## config.mk

```make
export PLATFORM = sky130hd
export DESIGN_NAME = dlms_weight_update
export DESIGN_NICKNAME = d
export VERILOG_FILES = /design/src/rtl/dlms_upd_pkg.sv /design/src/rtl/dlms_sample_line.sv /design/src/rtl/dlms_tap_lane.sv /design/src/rtl/dlms_weight_update.sv
export SDC_FILE = /design/constraint.sdc
export NUM_CORES = 2
export LEC_CHECK = 0
export CORE_MARGIN = 2
export CORE_UTILIZATION = 25
export CTS_CLUSTER_SIZE = 25
export DETAILED_ROUTE_END_ITERATION = 8
export PLACE_DENSITY = 0.4
export SLEW_MARGIN = 0
export SYNTH_ARGS = -nofsm -noshare
export SYNTH_HDL_FRONTEND = slang
export SYNTH_SLANG_ARGS = --single-unit
export TNS_END_PERCENT = 100
```

## constraint.sdc

```tcl
create_clock -name clk -period 14.3 [get_ports clk]
set_input_delay 2.86 -clock clk [delete_from_list [all_inputs] [get_ports clk]]
set_output_delay 2.86 -clock clk [all_outputs]
set_load 0.01 [all_outputs]
```

## src/rtl/dlms_upd_pkg.sv

```systemverilog
package dlms_upd_pkg;

    parameter int SMP_W    = 8;
    parameter int ERR_IN_W = 12;
    parameter int ERR_W    = 8;
    parameter int WGT_W    = 8;
    parameter int MU_W     = 4;

    localparam int PROD_W = SMP_W + ERR_W;
    localparam int SUM_W  = ((PROD_W > WGT_W) ? PROD_W : WGT_W) + 1;

    typedef logic signed [SMP_W-1:0]  smp_t;
    typedef logic signed [ERR_W-1:0]  err_t;
    typedef logic signed [WGT_W-1:0]  wgt_t;
    typedef logic signed [PROD_W-1:0] prod_t;
    typedef logic signed [SUM_W-1:0]  sum_t;
    typedef logic        [MU_W-1:0]   mu_t;

    // Control word shared by every tap lane
    typedef struct packed {
        err_t err;
        mu_t  mu;
    } adapt_ctl_t;

    localparam wgt_t WGT_MAX = {1'b0, {(WGT_W-1){1'b1}}};
    localparam wgt_t WGT_MIN = {1'b1, {(WGT_W-1){1'b0}}};

    // Keep the upper ERR_W bits of the incoming error
    function automatic err_t trunc_err(logic [ERR_IN_W-1:0] e);
        return err_t'(e[ERR_IN_W-1 -: ERR_W]);
    endfunction

    // Power-of-two step: arithmetic shift, floor rounding
    function automatic prod_t scale_prod(prod_t p, mu_t m);
        return p >>> m;
    endfunction

    function automatic prod_t mul_es(err_t e, smp_t s);
        return prod_t'(e) * prod_t'(s);
    endfunction

    // Saturating accumulate into the weight word
    function automatic wgt_t sat_add(wgt_t w, prod_t inc);
        sum_t s;
        s = sum_t'(w) + sum_t'(inc);
        if (s > sum_t'(WGT_MAX))
            return WGT_MAX;
        else if (s < sum_t'(WGT_MIN))
            return WGT_MIN;
        else
            return wgt_t'(s);
    endfunction

endpackage

```

## src/rtl/dlms_sample_line.sv

```systemverilog
module dlms_sample_line
    import dlms_upd_pkg::*;
#(
    parameter int NUM_TAPS  = 8,
    parameter int ADAPT_LAG = 3
) (
    input  logic                      clk,
    input  logic                      rst,
    input  logic [SMP_W-1:0]          x_in,
    output logic [NUM_TAPS*SMP_W-1:0] aligned_flat
);

    localparam int LINE_LEN = NUM_TAPS + ADAPT_LAG - 1;
    localparam int BASE     = ADAPT_LAG - 1;

    smp_t hist [LINE_LEN];

    always_ff @(posedge clk) begin
        if (rst) begin
            for (int k = 0; k < LINE_LEN; k++)
                hist[k] <= '0;
        end else begin
            hist[0] <= smp_t'(x_in);
            for (int k = 1; k < LINE_LEN; k++)
                hist[k] <= hist[k-1];
        end
    end

    // Tap i sees the sample presented ADAPT_LAG + i edges before the error
    for (genvar i = 0; i < NUM_TAPS; i++) begin : g_align
        assign aligned_flat[i*SMP_W +: SMP_W] = hist[BASE + i];
    end

endmodule

```

## src/rtl/dlms_tap_lane.sv

```systemverilog
module dlms_tap_lane
    import dlms_upd_pkg::*;
(
    input  logic       clk,
    input  logic       rst,
    input  adapt_ctl_t ctl,
    input  smp_t       smp,
    output prod_t      prod_q,
    output wgt_t       wgt_q
);

    // Stage 1: error times aligned sample
    always_ff @(posedge clk) begin
        if (rst)
            prod_q <= '0;
        else
            prod_q <= mul_es(ctl.err, smp);
    end

    // Stage 2: scale, accumulate, saturate
    always_ff @(posedge clk) begin
        if (rst)
            wgt_q <= '0;
        else
            wgt_q <= sat_add(wgt_q, scale_prod(prod_q, ctl.mu));
    end

endmodule

```

## src/rtl/dlms_weight_update.sv

```systemverilog
module dlms_weight_update
    import dlms_upd_pkg::*;
#(
    parameter int NUM_TAPS  = 8,
    parameter int ADAPT_LAG = 3
) (
    input  logic                      clk,
    input  logic                      rst,
    input  logic [SMP_W-1:0]          x_in,
    input  logic [ERR_IN_W-1:0]       err_in,
    input  logic [MU_W-1:0]           mu_shift,
    output logic [NUM_TAPS*WGT_W-1:0] w_out
);

    logic [NUM_TAPS*SMP_W-1:0]  aligned_flat;
    logic [NUM_TAPS*PROD_W-1:0] prod_flat;
    adapt_ctl_t                 ctl;

    assign ctl.err = trunc_err(err_in);
    assign ctl.mu  = mu_t'(mu_shift);

    dlms_sample_line #(
        .NUM_TAPS  (NUM_TAPS),
        .ADAPT_LAG (ADAPT_LAG)
    ) u_line (
        .clk          (clk),
        .rst          (rst),
        .x_in         (x_in),
        .aligned_flat (aligned_flat)
    );

    for (genvar i = 0; i < NUM_TAPS; i++) begin : g_lane
        prod_t lane_prod;
        wgt_t  lane_wgt;

        dlms_tap_lane u_lane (
            .clk    (clk),
            .rst    (rst),
            .ctl    (ctl),
            .smp    (smp_t'(aligned_flat[i*SMP_W +: SMP_W])),
            .prod_q (lane_prod),
            .wgt_q  (lane_wgt)
        );

        assign prod_flat[i*PROD_W +: PROD_W] = lane_prod;
        assign w_out[i*WGT_W +: WGT_W]       = lane_wgt;
    end

endmodule

```

# == Yosys cells after proc, flatten, opt, wreduce, memory -nomap -nowiden ==
# Memory sizes are Yosys's and may differ from the RTL's.
# Cells that the tools add are included.
# totals
reg_bits,192
mem_bits_rw,80
input_bits,26
mem_count,1
# memory_table
name,depth,width,rd,rd_clocked_by_memory_dff,write_ports,line_no,text
u_line.hist,10,8,10,0,10,dlms_sample_line.sv:16,smp_t hist [LINE_LEN];
# op_classes
add_sub_neg,8
mul,8
order_cmp,16
shift,8
mux,29
bitwise_logic,10
n_reduce_logical,8
# ops
cell,n
8-bit two-way mux,18
8-bit by 16-bit adder with 17-bit output,8
"17-bit by 8-bit greater-than comparator with 1-bit output, second input constant",8
"17-bit by 8-bit < comparator with 1-bit output, second input constant",8
8-bit by 8-bit multiplier with 16-bit output,8
16-bit by 4-bit >>> shifter with 16-bit output,8
7-bit two-way mux,8
2-bit OR reduction,8
1-bit OR,10
1-bit two-way mux,3

# == Logic depth before layout (Yosys ltp) ==
# logic_depth
ltp_word,5
ltp_mapped,21

# == Modules after synthesis ==
# From an unflattened synthesis, not the netlist that was laid out.
# hier_totals
hier_cells,4417
area_unflattened_um2,38592.0
# by_module_without_submodules
module,n_inst,cells_per_inst,area_each_um2,seq_area_each_um2
dlms_tap_lane (g_lane[0].u_lane ...),4,526,4500.6,480.5
dlms_tap_lane (g_lane[6].u_lane ...),2,524,4511.8,480.5
dlms_tap_lane (g_lane[5].u_lane),1,522,4474.3,480.5
dlms_tap_lane (g_lane[4].u_lane),1,511,4469.3,480.5
dlms_sample_line,1,232,2622.5,1601.5

# == Worst setup path before layout ==
# No wires, ideal clock.
# synth_path
path_kind,input port to flip-flop
startpoint,in mu_shift[1]
endpoint,reg g_lane[0].u_lane.wgt_q[0]
setup_ps,59
arrival_time_ps,7532
setup_slack_ps,6710
stages,18
n_path_buf,4
cell_sequence,clkbuf_1 > buf_1 > clkbuf_1 > buf_1 > mux4_2 > mux2i_1 > o21ai_0 > ha_1 > fa_1 > a21o_1 > a211oi_1 > o211ai_1 > a41oi_1 > xnor2_1 > nand2_1 > or4_1 > a21oi_1 > o21a_1
# synth_between
elab_chain_len,5
# synth_lines
item,line_no,text
start: declaration,dlms_weight_update.sv:11,"input logic [MU_W-1:0] mu_shift,"
16-bit by 4-bit >>> shifter with 16-bit output *,dlms_upd_pkg.sv:35,return p >>> m;
8-bit by 16-bit adder with 17-bit output *,dlms_upd_pkg.sv:45,s = sum_t'(w) + sum_t'(inc);
17-bit by 8-bit < comparator with 1-bit output,dlms_upd_pkg.sv:48,else if (s < sum_t'(WGT_MIN))
8-bit two-way mux,dlms_upd_pkg.sv:48,
7-bit two-way mux *,dlms_upd_pkg.sv:46,if (s > sum_t'(WGT_MAX))
end signal: assignment,dlms_tap_lane.sv:25,"wgt_q <= sat_add(wgt_q, scale_prod(prod_q, ctl.mu));"
end: declaration,dlms_tap_lane.sv:9,output wgt_t wgt_q
# Every way passes the cells marked *; elsewhere a longest branch is shown, timed or not.
# A chain may end at the register's enable or synchronous reset.

# == Final worst setup path ==
# layout_path
startpoint,in mu_shift[1]
endpoint,reg g_lane[2].u_lane.wgt_q[5]
# layout_between
elab_chain_len,5
# layout_lines
item,line_no
16-bit by 4-bit >>> shifter with 16-bit output *,dlms_upd_pkg.sv:35
8-bit by 16-bit adder with 17-bit output *,dlms_upd_pkg.sv:45
17-bit by 8-bit < comparator with 1-bit output,dlms_upd_pkg.sv:48
8-bit two-way mux,dlms_upd_pkg.sv:48
7-bit two-way mux *,dlms_upd_pkg.sv:46
end signal: assignment,dlms_tap_lane.sv:25
end: declaration,dlms_tap_lane.sv:9
# Marks and branches as above.

==> metrics.txt <==
status completed; DR iter-0 viols 1,315; Layout area overhead 11.8%; share of cells above drive strength 1 0.0596; VDD IR max 72.1 uV; clk_lat worst skew 610 ps; final hold violations 0; syn nets 5,191; CTS tree yes; Yosys warning total 0; CP max stage delay 620 ps; pre-CTS setup slack 5240 ps; DRC viols 0; WP buf/inv 3; Die Y 394 um; Multi-input gate area 29,400 um2; Vias/cell 4.47; met2 Usage GRT 0.213; H-Tree Level Count 2; leakage power 19.8 nW; drt total wl 105 mm; CP max FO 48; initial antenna violation count 4; Detail Placement HPWL 82.7 mm; Async SR Flop Fraction 0; worst path required time 14,750 ps; Fill cells 16,300; Mapped Area 37,900 um2; clock share of power 0.405; switching power 0.000940 W; register area share after synthesis 0.144; number of global-route vias before repair 29,700; via count 28,600; Core Rows 142; most frequent CP cell o21ai_0; Avg Inst Size Synth 8.71 um2; TritonRoute pass-1 iters 5; worst-path cell chain buf_6 > buf_4 > buf_4 > mux2_2 > nor2_1 > a21oi_1 > mux2_2 > nand2_1 > o21ai_0 > ha_1 > fa_1 > a211oi_1 > o211ai_1 > a41oi_1 > o21ai_0 > a31oi_1 > or3_1 > a2111oi_0 > nor3_1 > o21ai_0; Setup-failing EPs final 0; master of the slowest instance on the critical path nor3_1; PD cells 66.8 nW/um2; post-cts hold buffer count 0; Slew @ Worst Pin 1060 ps; Slew HR 0.292; pins over their slew limit 0; Die ar. 155,000 um2; TNS Setup 0 ps; final net count 5,184; Reg power frac 0.304; sequential cell area 5450 um2; CP top delay family compound AO/OA/AOI/OAI gates; clk_skew 42.3 ps; worst path arrival time 8770 ps; PortBufs 85; Num CTS Buffers 41; Final WS setup 5980 ps; root buf cell clkbuf_16; GRT Total Usage 0.137; Die X-Extent 394 um; Max-cap violations 0; most common cell after layout, fill and taps aside inv_1; Gate power share 0.291; setup bufs post-CTS 0; largest net degree at the start of global routing 77; global route overflow 0; Sink Count 272; kind of critical path in2reg; CTS Buffer Depth 3; Top Usage Layer GRT met2; first-pass GRT wire length 170 mm; most frequent cells in the layout inv_1, fa_1, ha_1; Initial Util 0.252; Gate Count Post-Synth 4,357; Clock Pin Slew Worst Setup and Hold Paths 50 ps; Period minus WS final 8320 ps; met1 usage 0.203; gpl congestion 0.816; RSZ-0062 raised after global routing no; Setup crit end kind flop; met3 Track Usage GR 0.0167; fin crit share 0.582; core area 150,000 um2; Hold WC Path Type reg2reg; Post-synth EDFFs 0; Routed wire per std cell 16.3 um; Post-CTS Resized 0; ANT nets after route 0; critical path startpoint category input pin; Most used DFF post-synth dfxtp_1; #FFs+latches synth 272; Power Internal 0.00189 W; Achievable Freq 0.120 GHz; number of library cell types mapped by synthesis 81; sw frac 0.332; # IOs 90
metrics by stage:
stage	instance area [um2]	std cells	total power (W)	utilization	hold slack, ps
after CTS	42400	6398	0.00289	0.282	446
after detailed placement	40900	6323	0.00171	0.272	433
final	42400	6400	0.00283	0.282	440
after global routing	42400	6398	0.00301	0.282	461
after global placement	40900	6323	0.00171	0.272	430
after floorplan	37900	4357	0.00144	-	414
metal layers:
metal	share of wire	up-vias	routed length [um]
met2	0.43	323	45000
li1	-	14200	-
met1	0.52	14000	54500
met3	0.031	80	3250
met5	0	-	0
met4	0.017	0	1800
area by class of cell:
cell class,instances,share of cell area
repair buffers,114,0.0241
inverters,673,0.0597
well taps,2016,0.0595
flip-flops and latches,272,0.128
clock buffers,55,0.0281
clock inverters,20,0.00776
diodes,2,0.000118
multi-input cells,3248,0.692
kinds of logic (layout without fill, tap and decap cells):
| family | Yosys count | after routing | share of synthesized area |
|---|---|---|---|
| muxes | 211 | 211 | 0.0737 |
| and+or+nand+nor | 1290 | 1290 | 0.175 |
| adders and majority gates | 808 | 808 | 0.355 |
| AOI/OAI and AO/OA | 741 | 741 | 0.124 |
| buffers and inverters | 837 | 862 | 0.0829 |
| DFF | 272 | 272 | 0.144 |
| other | 0 | 2 | 0 |
| xor gates and xnor gates | 198 | 198 | 0.0457 |
worst paths after layout:
check / endpoint / cells past startpoint / slack [ps] / start
worst max register to register: g_lane[6].u_lane.prod_q[15] / 18 / 8910 / u_line.hist[0][66]
worst min register to register: u_line.hist[0][8] / 1 / 440 / u_line.hist[0][0]
worst max-delay path: g_lane[2].u_lane.wgt_q[5] / 20 / 5980 / mu_shift[1]
worst min-delay path: u_line.hist[0][8] / 1 / 440 / u_line.hist[0][0]
state kept, by name, summed over array words and instances, names as in the netlist:
name / count
g_lane.u_lane.prod_q: 128
u_line.hist: 80
g_lane.u_lane.wgt_q: 64
worst register-to-register path, delay by kind of cell (launching register included):
kind                     cells  cell delay [ps]
AND/OR/NAND/NOR              2              240
AO/OA/AOI/OAI                8             2380
adder cells (fa/ha/maj)      5             1920
buffers and inverters        3              180
flip-flops                   1              550
power by group through the flow:
stage                     combinational, W  sequential, W  clock [W]
after floorplan                   0.000564       0.000871          0
after global placement            0.000830       0.000878          0
after CTS                         0.000835       0.000863    0.00119
after detailed placement          0.000830       0.000880          0
after global routing              0.000925       0.000869    0.00122
final                             0.000824       0.000861    0.00115
synth_stat cells (50+ instances only):
cell type  count  area (um2)
nor2_1       297        1110
ha_1         360        4500
o21ai_0      164         821
dfxtp_1      272        5450
a21o_1        64         480
xnor2_1      136        1190
and2_1       351        2200
fa_1         448        8970
nor3_1        50         250
clkbuf_1     148         556
xor2_1        62         543
nor2b_1      139         870
mux2_2        66         743
inv_1        671        2520
mux2i_1       97         971
nand2_1      288        1080
a21oi_1      250        1250
Note: power is estimated with default switching activity, not from simulation.
